**src/rtl/cm_pkg.sv**
```systemverilog
package cm_pkg;
  localparam int STATE_W = 2;

  typedef enum logic [STATE_W-1:0] {
    ST_IDLE      = 2'd0,
    ST_REQ_WAIT  = 2'd1,
    ST_CONNECTED = 2'd2
  } cm_state_e;

  typedef enum logic [2:0] {
    ACT_NONE,
    ACT_HARD_RESET,
    ACT_PHY_DIS,
    ACT_CLOSE,
    ACT_RETRY,
    ACT_UNABLE,
    ACT_ACCEPT,
    ACT_REQUEST
  } cm_act_e;

  // message vector bit positions
  localparam int MSG_CLOSED = 0;
  localparam int MSG_UNABLE = 1;
  localparam int MSG_RETRY  = 2;
  localparam int MSG_HR_FWD = 3;
  localparam int MSG_TERM   = 4;
  localparam int MSG_W      = 5;
endpackage

```
**src/rtl/cm_evt_prio.sv**
```systemverilog
module cm_evt_prio
  import cm_pkg::*;
(
  input  cm_state_e state_i,
  input  logic      req_i,
  input  logic      open_accept_i,
  input  logic      open_retry_i,
  input  logic      open_fail_i,
  input  logic      phy_disabled_i,
  input  logic      link_closed_i,
  input  logic      hard_reset_i,
  output cm_act_e   act_o
);
  // hard reset is taken in every state, Idle included
  always_comb begin
    act_o = ACT_NONE;
    if (hard_reset_i) begin
      act_o = ACT_HARD_RESET;
    end else begin
      unique case (state_i)
        ST_IDLE: begin
          if (req_i) act_o = ACT_REQUEST;
        end
        ST_REQ_WAIT: begin
          if (phy_disabled_i)     act_o = ACT_PHY_DIS;
          else if (open_retry_i)  act_o = ACT_RETRY;
          else if (open_fail_i)   act_o = ACT_UNABLE;
          else if (open_accept_i) act_o = ACT_ACCEPT;
        end
        ST_CONNECTED: begin
          if (link_closed_i) act_o = ACT_CLOSE;
        end
        default: act_o = ACT_NONE;
      endcase
    end
  end
endmodule

```
**src/rtl/cm_next_state.sv**
```systemverilog
module cm_next_state
  import cm_pkg::*;
(
  input  cm_state_e        state_i,
  input  cm_act_e          act_i,
  output cm_state_e        state_d_o,
  output logic [MSG_W-1:0] msg_d_o
);
  always_comb begin
    state_d_o = state_i;
    msg_d_o   = '0;
    unique case (act_i)
      ACT_HARD_RESET: begin
        state_d_o          = ST_IDLE;
        msg_d_o[MSG_TERM]   = 1'b1;
        msg_d_o[MSG_HR_FWD] = 1'b1;
      end
      ACT_PHY_DIS: state_d_o = ST_IDLE;
      ACT_CLOSE: begin
        state_d_o           = ST_IDLE;
        msg_d_o[MSG_CLOSED] = 1'b1;
      end
      ACT_RETRY: begin
        state_d_o          = ST_IDLE;
        msg_d_o[MSG_RETRY] = 1'b1;
      end
      ACT_UNABLE: begin
        state_d_o           = ST_IDLE;
        msg_d_o[MSG_UNABLE] = 1'b1;
      end
      ACT_ACCEPT:  state_d_o = ST_CONNECTED;
      ACT_REQUEST: state_d_o = ST_REQ_WAIT;
      default: ;
    endcase
  end
endmodule

```
**src/rtl/conn_mgr_fsm.sv**
```systemverilog
module conn_mgr_fsm
  import cm_pkg::*;
(
  input  logic               clk_i,
  input  logic               rst_ni,
  input  logic               req_i,
  input  logic               open_accept_i,
  input  logic               open_retry_i,
  input  logic               open_fail_i,
  input  logic               phy_disabled_i,
  input  logic               link_closed_i,
  input  logic               hard_reset_i,
  output logic               retry_open_o,
  output logic               unable_connect_o,
  output logic               conn_closed_o,
  output logic               hard_reset_fwd_o,
  output logic               terminate_all_o,
  output logic [STATE_W-1:0] state_o
);
  cm_state_e        state_q, state_d;
  cm_act_e          act;
  logic [MSG_W-1:0] msg_d, msg_q;

  cm_evt_prio u_prio (
    .state_i       (state_q),
    .req_i         (req_i),
    .open_accept_i (open_accept_i),
    .open_retry_i  (open_retry_i),
    .open_fail_i   (open_fail_i),
    .phy_disabled_i(phy_disabled_i),
    .link_closed_i (link_closed_i),
    .hard_reset_i  (hard_reset_i),
    .act_o         (act)
  );

  cm_next_state u_next (
    .state_i  (state_q),
    .act_i    (act),
    .state_d_o(state_d),
    .msg_d_o  (msg_d)
  );

  always_ff @(posedge clk_i or negedge rst_ni) begin
    if (!rst_ni) state_q <= ST_IDLE;
    else         state_q <= state_d;
  end

  // one pulse flop per message line
  for (genvar g = 0; g < MSG_W; g++) begin : g_msg
    always_ff @(posedge clk_i or negedge rst_ni) begin
      if (!rst_ni) msg_q[g] <= 1'b0;
      else         msg_q[g] <= msg_d[g];
    end
  end

  assign retry_open_o     = msg_q[MSG_RETRY];
  assign unable_connect_o = msg_q[MSG_UNABLE];
  assign conn_closed_o    = msg_q[MSG_CLOSED];
  assign hard_reset_fwd_o = msg_q[MSG_HR_FWD];
  assign terminate_all_o  = msg_q[MSG_TERM];
  assign state_o          = state_q;
endmodule

```
**config.mk**
```make
export PLATFORM = sky130hd
export DESIGN_NAME = conn_mgr_fsm
export DESIGN_NICKNAME = d
export VERILOG_FILES = /design/src/rtl/cm_pkg.sv /design/src/rtl/cm_evt_prio.sv /design/src/rtl/cm_next_state.sv /design/src/rtl/conn_mgr_fsm.sv
export SDC_FILE = /design/constraint.sdc
export NUM_CORES = 1
export LEC_CHECK = 0
export BUFFER_PORTS_ARGS = -buffer_cell sky130_fd_sc_hd__buf_2
export CELL_PAD_IN_SITES_DETAIL_PLACEMENT = 1
export CELL_PAD_IN_SITES_GLOBAL_PLACEMENT = 2
export CORE_MARGIN = 1
export CORE_UTILIZATION = 23
export DETAILED_ROUTE_END_ITERATION = 6
export HOLD_SLACK_MARGIN = 0.05
export PLACE_DENSITY = 0.73
export SLEW_MARGIN = 20
export SYNTH_ARGS = -nofsm -noshare
export SYNTH_HDL_FRONTEND = slang
export SYNTH_SLANG_ARGS = --single-unit
export TNS_END_PERCENT = 10
```
**constraint.sdc**
```tcl
create_clock -name clk_i -period 3 [get_ports clk_i]
set_input_delay 0.15 -clock clk_i [delete_from_list [all_inputs] [get_ports clk_i]]
set_output_delay 0.15 -clock clk_i [all_outputs]
set_load 0.03 [all_outputs]
```
Word level (Yosys, flattened, before mapping)
Index checks and enable logic that the tools add are counted.

word-level totals
  bits in registers = 7
  latch bits = 0
  memory bits (writable) = 0
  ROM bits = 0
  input bits = 9
  output and inout port bits = 7
  logic and storage cells = 31
  memories = 0

operators by class
  add/sub/neg operators = 0
  multiply operators = 0
  divide/modulo/power cells = 0
  magnitude comparators = 0
  equal/unequal tests = 9
  shift operators = 0
  mux-type cells = 13
  bitwise operators = 0
  reduce and logical (&&, ||, !) cells = 3

operators by type and width
  cell                                                                    count
  3-bit two-way mux                                                       6
  3-bit equality test (second input constant)                             4
  3-bit one-hot mux with 3 select lines                                   1
  3-bit by 2-bit equality test with 1-bit output (second input constant)  2
  2-bit one-hot mux with 3 select lines                                   1
  5-bit OR reduction                                                      1
  2-bit two-way mux                                                       2
  3-bit by 1-bit equality test with 1-bit output (second input constant)  1
  1-bit two-way mux                                                       3
  3-bit nonzero test                                                      1
  2-bit by 1-bit equality test with 1-bit output (second input constant)  1
  2-bit equality test (second input constant)                             1
  2-bit zero test                                                         1

Depth between registers and ports, before layout
Gate-level depths: netlist of the first run.

  depth after elaboration = 9
  gate-level depth with buffers = 3
  mapped depth without buffers = 3

Cells and area by module
From an unflattened synthesis of the first run, not the netlist that was laid out.

unflattened totals
  cells, all modules = 31
  area total of the unflattened synthesis = 336.6 um2

modules (own cells, without submodules)
  module         times used  cells each  area each (um2)  seq. area each (um2)
  conn_mgr_fsm   1           7           175.2            175.2
  cm_evt_prio    1           13          86.3             0.0
  cm_next_state  1           11          75.1             0.0

Worst setup path after synthesis of the first run
Ideal clock, no wire load.

  path kind = register to register
  start = reg state_q[0] (netlist: state_o[0])
  end = reg state_q[0] (netlist: state_o[0])
  arrival time = 1.107 ns
  data required time = 2.921 ns
  path slack = 1.814 ns
  cell stages (with the launch flop) = 4
  path buffers = 0
  clock period less this slack = 1.186 ns
  cell sequence = dfrtp_1 -> nor2b_1 -> a211oi_2 -> mux2i_1

on the way
  cells in the longest elaborated chain, start to end = 6
  elaborated cells on any way between the ends = 15
  those cells by class = eq/ne: 9; mux: 3; reduce/logical: 3

RTL lines
  item                                                                                RTL line             source
  start: declaration                                                                  conn_mgr_fsm.sv:20   cm_state_e state_q, state_d;
  start signal: assignment                                                            conn_mgr_fsm.sv:45   else state_q <= state_d;
  2-bit equality test, or another cell as far along                                   cm_evt_prio.sv:20    unique case (state_i)
  3-bit one-hot mux with 3 select lines *                                             cm_evt_prio.sv:20
  3-bit two-way mux *                                                                 cm_evt_prio.sv:17    if (hard_reset_i) begin
  3-bit by 2-bit equality test with 1-bit output, or another cell as far along        cm_next_state.sv:12  unique case (act_i)
  5-bit OR reduction (no line)                                                        n/a
  2-bit one-hot mux with 3 select lines / 3-bit nonzero test (equally long branches)  n/a

Every way passes the cells marked *; elsewhere a longest branch is shown, timed or not.
A chain may end at the register's enable or synchronous reset.

Final worst setup path of the first run
Ends and elaborated chain as after synthesis.

==> results of run 1 <==
[worst register-to-register path: cells and delay by family, from the launching register on]
family / cells / cell delay (ns)
compound gates: 1 / 0.23
flops: 1 / 0.45
simple gates: 1 / 0.21
mux: 1 / 0.21
[through the flow]
step | hold WS [ns] | setup slack, ns | total power (uW)
final | 0.0850 | 1.83 | 188
after global routing | 0.0804 | 1.76 | 200
after CTS | 0.0751 | 1.81 | 191
after detailed placement | -0.0173 | 1.79 | 116
after global placement | -0.0211 | 1.84 | 115
after floorplan | -0.146 | 1.81 | 103
[area by class of cell]
type / count / area [um2] / area share [%]
Timing Repair Buffer: 16 / 85.1 / 20.6
Multi-Input combinational cell: 20 / 130 / 31.5
Inverter: 2 / 7.51 / 1.82
Tap cell: 14 / 17.5 / 4.24
Clock buffer: 3 / 22.5 / 5.45
Sequential cell: 6 / 150 / 36.4
[timing repair]
| action | CTS | global route |
|---|---|---|
| hold endpoints to repair | 6 | 0 |
| hold buffers | 1 | 0 |
| endpoints found under the setup margin | 0 | 0 |
[kinds of logic after synthesis]
group	after synthesis	synth area share (%)
buffers and inverters	4	6.28
and+or+nand+nor	14	28.0
DFF	6	50.2
AOI/OAI and AO/OA	5	12.1
muxes	1	3.35
[sequential cells by signal (all words and copies together), names as in the netlist]
signal	cells
conn_closed_o	1
hard_reset_fwd_o	1
unable_connect_o	1
state_o	2
retry_open_o	1
[routing by layer]
layer | vias up | track usage [%]
li1 | 139 | -
met1 | 145 | 12.7
met2 | 12 | 22.9
met3 | 0 | 3.49
met4 | 0 | 13.4
met5 | - | 0
[worst max path at each step]
stage | end | slack [ns] | cells after the start
after CTS | state_o[0]$_DFFE_PN0P_ | 1.81 | 3
final | state_o[0]$_DFFE_PN0P_ | 1.83 | 3
after floorplan | state_o[0]$_DFFE_PN0P_ | 1.81 | 3
after global routing | state_o[0]$_DFFE_PN0P_ | 1.76 | 3
after detailed placement | state_o[0]$_DFFE_PN0P_ | 1.79 | 4
after global placement | state_o[0]$_DFFE_PN0P_ | 1.84 | 4
[power by group]
| group | leakage, uW | internal [uW] | switching (uW) |
|---|---|---|---|
| sequential | 0.0000808 | 83.3 | 2.46 |
| clock | 0.0000138 | 45.2 | 27.6 |
| combinational | 0.000120 | 12.0 | 17.7 |
[cells in the final DEF, fill, tap and decap left out]
cell type       n
nor3_1          2
or3b_1          1
dfrtp_1         6
and4bb_1        1
nand3_1         1
dlygate4sd3_1   1
nor3b_1         1
nor2_1          4
nor2b_1         2
o311ai_0        1
clkbuf_4        3
buf_2          15
nand2_1         1
o21ai_0         2
inv_1           2
mux2i_1         1
a211oi_2        1
nor4b_1         1
a21oi_1         1
==> metrics, run 1 <==
worst path arrival time 1.34 ns; list of most frequent post-synthesis cells dfrtp_1 (6), nor2_1 (4); Die Width 38.1 um; CTS buffer count 3; setup TNS 0 ns; Leak Pwr 0.000214 uW; count leader, synth dfrtp_1; Placer Congestion 0.728; DR iter-0 viols 2; Worst Hold Path EP hard_reset_fwd_o$_DFF_PN0_; DRT Wirelength 711 um; Critical Path RT 3.17 ns; Max VDD drop 0.159 mV; share of layout cells above drive strength 1 40.4%; Initial Utilization 25.9%; Slew @ Worst Pin 0.308 ns; post-synthesis average cell area 9.97 um2; Mapped Area 299 um2; Residual DRC 0; Fin. Hold Viols 0; Yosys reg bits 6; ANT cells 0; Longest Clk Path Bufs 2; CP Cell Sequence nor2b_1, a211oi_2, mux2i_1; Seq/Total Area, Yosys 50.2%; largest net degree at the start of global routing 9; flop-to-flop setup slack 1.83 ns; GRT overflow 0; clock insertion delay at the later pin of the skew report 0.24 ns; vias in the first global route 300; dpl cells 57; Critical Path Sink Type flop; # rows 12; number of synthesized flops with an enable pin 0; via count 296; unrepaired setup endpoints after global routing false; Metal-1 WL 300 um; Met2 Wirelength 374 um; Worst Hold Class in2reg; Post-Route Utilization 35.7%; design area 413 um2; Final ANT Viol Nets 0; H-tree depth 1; hpwl dp 587 um; hold path depth 1; # fillers 146; syn nets 39; post-layout minimum cycle time 1.17 ns; total die area 1450 um2; total setup buffers inserted after CTS 0; Met3 Routed Length 35 um; Max stage delay on crit path 0.45 ns; port bufs 15; hold path startpoint hard_reset_i; CTS resizes 0; final std cells w/o fill 61; die height 38.1 um; worst setup path category reg2reg; RR Endpoint state_o[0]$_DFFE_PN0P_; # IOs 16; Worst R2R Start state_o[0]$_DFFE_PN0P_; crit-path leading delay family flip-flops; global-route wire length before repair 1.27 mm; R2R cell count 3; Finish-stage setup viols 0; wire per inst 11.7 um; CP max stage cell dfrtp_1; final setup skew 0.00672 ns; cell count after synthesis 30; gr usage total 13.5%; top routing layer in use met3; Cell Area, Placed 380 um2; top post-synthesis cells by area dfrtp_1 (50%), nor2_1 (5.0%), a211oi_2 (4.2%); vias per inst 4.85; fin. max-slew vios 0; layout net count 58; max cap viols 0; synth unique cells 18; Worst Setup SP state_o[0]$_DFFE_PN0P_; slew margin rel. 79.2%; top-area cell type share of the netlist area 50.2%; CTS tree yes; Worst Path Buf+Inv 0; startpoint types flop; synthesis-to-finish area growth 38.1%; CTS root buf clkbuf_4; drt pass-1 iters 2; Crit Path Max Fanout 8; status finished clean; post-route clock period utilization 39.1%; PD cells 456 nW/um2; clock sinks 6; CTS clk-pin slew, worst paths 0.05 ns; synth warn 0; Core Footprint 1160 um2; Peak Freq 853 MHz; largest area contributor in the netlist dfrtp_1; Post-synth ARST share 100%; initial antenna violation count 0; Synth Flop Type dfrtp_1
No activity file was read; power rests on OpenSTA's default activity.
==> run 2, diff against run 1 <==
Settings changed: ABC_AREA set to 1, CORE_UTILIZATION 23 to 21, PLACE_DENSITY 0.73 to 0.68.
Clock period 3 ns to 0.95 ns, I/O delays scaled along.
==> run 2 against run 1 <==
  * Design area grew 39%
  * Critical path type unchanged
  * Die area grew 36%
  * Final cell count grew 51%
  * First-iteration DRC count grew 100%
  * Critical path depth grew 4
  * The run now ends with setup timing left
==> metrics, run 2 <==
Synth Flop Type dfrtp_1; Die Width 44.4 um; Peak Freq 869 MHz; synth warn 0; Seq/Total Area, Yosys 39.9%; CTS tree yes; fin. max-slew vios 0; CTS root buf clkbuf_4; crit-path leading delay family simple AND/OR/NAND/NOR gates; post-layout minimum cycle time 1.15 ns; CTS buffer count 3; Cell Area, Placed 490 um2; startpoint types flop; CP Cell Sequence nor2_2, nand2_2, nand2_4, inv_6, nand2_4, nand2_4, nor3b_2; PD cells 1390 nW/um2; final setup skew 0.000246 ns; hold path startpoint hard_reset_i; Placer Congestion 0.653; RR Endpoint retry_open_o$_DFF_PN0_; Final ANT Viol Nets 0; hpwl dp 701 um; worst setup path category reg2reg; syn nets 54; R2R cell count 7; unrepaired setup endpoints after global routing true; Initial Utilization 23.6%; Crit Path Max Fanout 5; CTS clk-pin slew, worst paths 0.05 ns; final std cells w/o fill 92; port bufs 15; Critical Path Sink Type flop; top-area cell type share of the netlist area 39.9%; status finished with violations; CP max stage cell dfrtp_2; most frequent cells in the layout buf_2 (13), nand2_1 (8), nor2_1 (5); Yosys reg bits 6; Post-synth ARST share 100%; Worst Setup SP state_o[1]$_DFFE_PN0P_; most common cell after layout, fill and taps aside buf_2; post-synthesis average cell area 8.37 um2; max reg flops 2; Longest Clk Path Bufs 2; vias per inst 3.86; flop-to-flop setup slack -0.20 ns; Max VDD drop 0.424 mV; die height 44.4 um; wire per inst 9.17 um; layout net count 78; H-tree depth 1; # rows 14; PnR worst setup slack -0.200 ns; Max stage delay on crit path 0.44 ns; DR iter-0 viols 4; share of layout cells above drive strength 1 55.9%; post-route clock period utilization 121%; Critical Path RT 1.08 ns; slew margin rel. 85.7%; worst path arrival time 1.28 ns; violated checks setup timing; Top cell by count, worst path nand2_4; dpl cells 84; synthesis-to-finish area growth 52.2%; total die area 1970 um2; clock sinks 6; via count 355; Leak Pwr 0.000294 uW; vias in the first global route 367; design area 573 um2; largest area contributor in the netlist dfrtp_1; synth unique cells 18; Mapped Area 377 um2; count leader, synth nand2_1; cell count after synthesis 45; Worst Hold Class in2reg; # IOs 16; # fillers 205; drt pass-1 iters 3; Worst Path Buf+Inv 1; Crit path depth 7; largest net degree at the start of global routing 7; number of synthesized flops with an enable pin 0; gr usage total 10.5%; initial antenna violation count 0; Fin. Hold Viols 0; global-route wire length before repair 1.48 mm; Finish-stage setup viols 7; Slew @ Worst Pin 0.215 ns; Critical Path Sink retry_open_o$_DFF_PN0_; hold_ws 0.137 ns; list of most frequent post-synthesis cells nand2_1 (9), dfrtp_1 (6), nor2_1 (6); GRT overflow 0; max cap viols 0; top post-synthesis cells by area dfrtp_1 (40%), nand2_1 (9.0%), nand2_4 (9.0%); dpl ws -0.258 ns; DRT Wirelength 844 um; Residual DRC 0; ANT cells 0; Worst R2R Start state_o[1]$_DFFE_PN0P_; clock insertion delay at the later pin of the skew report 0.24 ns; Core Footprint 1590 um2
run 2: how the worst min path moves through the flow:
stage | to | slack [ns] | cells past startpoint
global route | unable_connect_o$_DFF_PN0_ | 0.15 | 4
detailed placement | conn_closed_o$_DFF_PN0_ | -0.12 | 1
finish | unable_connect_o$_DFF_PN0_ | 0.14 | 4
floorplan | conn_closed_o$_DFF_PN0_ | -0.25 | 0
CTS | unable_connect_o$_DFF_PN0_ | 0.14 | 4
global placement | conn_closed_o$_DFF_PN0_ | -0.13 | 1
run 2: metrics by stage:
step,util [%],total power [uW],TNS (ns)
global placement,30.8,511,-1.09
floorplan,-,445,-1.01
CTS,35.1,791,-1.05
finish,35.9,795,-1.02
global route,35.9,850,-1.47
detailed placement,30.8,513,-0.975
run 2: layout make-up:
| type | count | area (um2) | area share, % |
|---|---|---|---|
| clock buffers | 4 | 26.3 | 4.59 |
| multi-input cells | 32 | 203 | 35.4 |
| flip-flops and latches | 6 | 153 | 26.6 |
| inverters | 5 | 23.8 | 4.15 |
| well taps | 24 | 30.0 | 5.24 |
| repair buffers | 21 | 138 | 24.0 |
run 2: power breakdown:
| part | switching, uW | total, uW | leakage (uW) | internal [uW] |
|---|---|---|---|---|
| registers | 11.6 | 285 | 0.0000768 | 273 |
| logic | 154 | 254 | 0.000203 | 100 |
| clock network | 96.6 | 256 | 0.0000150 | 159 |
| total | 262 | 795 | 0.000294 | 533 |
run 2: layer usage:
| layer | share of wire [%] | vias to the layer above | GRT usage, % | wire length [um] |
|---|---|---|---|---|
| li1 | - | 187 | - | - |
| met1 | 49 | 156 | 12.8 | 415 |
| met2 | 47 | 12 | 17.1 | 398 |
| met3 | 3.6 | 0 | 2.45 | 30 |
| met4 | 0 | 0 | 5.45 | 0 |
| met5 | 0 | - | 0 | 0 |
run 2: cells by family after synthesis:
kind of cell / after synthesis / share of synthesized area (%)
buffers and inverters: 7 / 9.30
AO/OA/AOI/OAI: 1 / 1.33
flip-flops: 6 / 39.9
AND/OR/NAND/NOR: 31 / 49.5
run 2: tightest hold or removal path, cell delays in order:
cell,delay (ns)
buf_2,0.09
inv_2,0.07
nand2_2,0.09
nor2_1,0.04
run 2: timing repair:
action,4_1_cts,5_1_grt
pin swaps,5,2
gates cloned,0,0
hold buffers,2,0
endpoints found under the setup margin,7,7
setup buffers,1,1
gates resized for setup,5,1
hold endpoints to repair,7,0
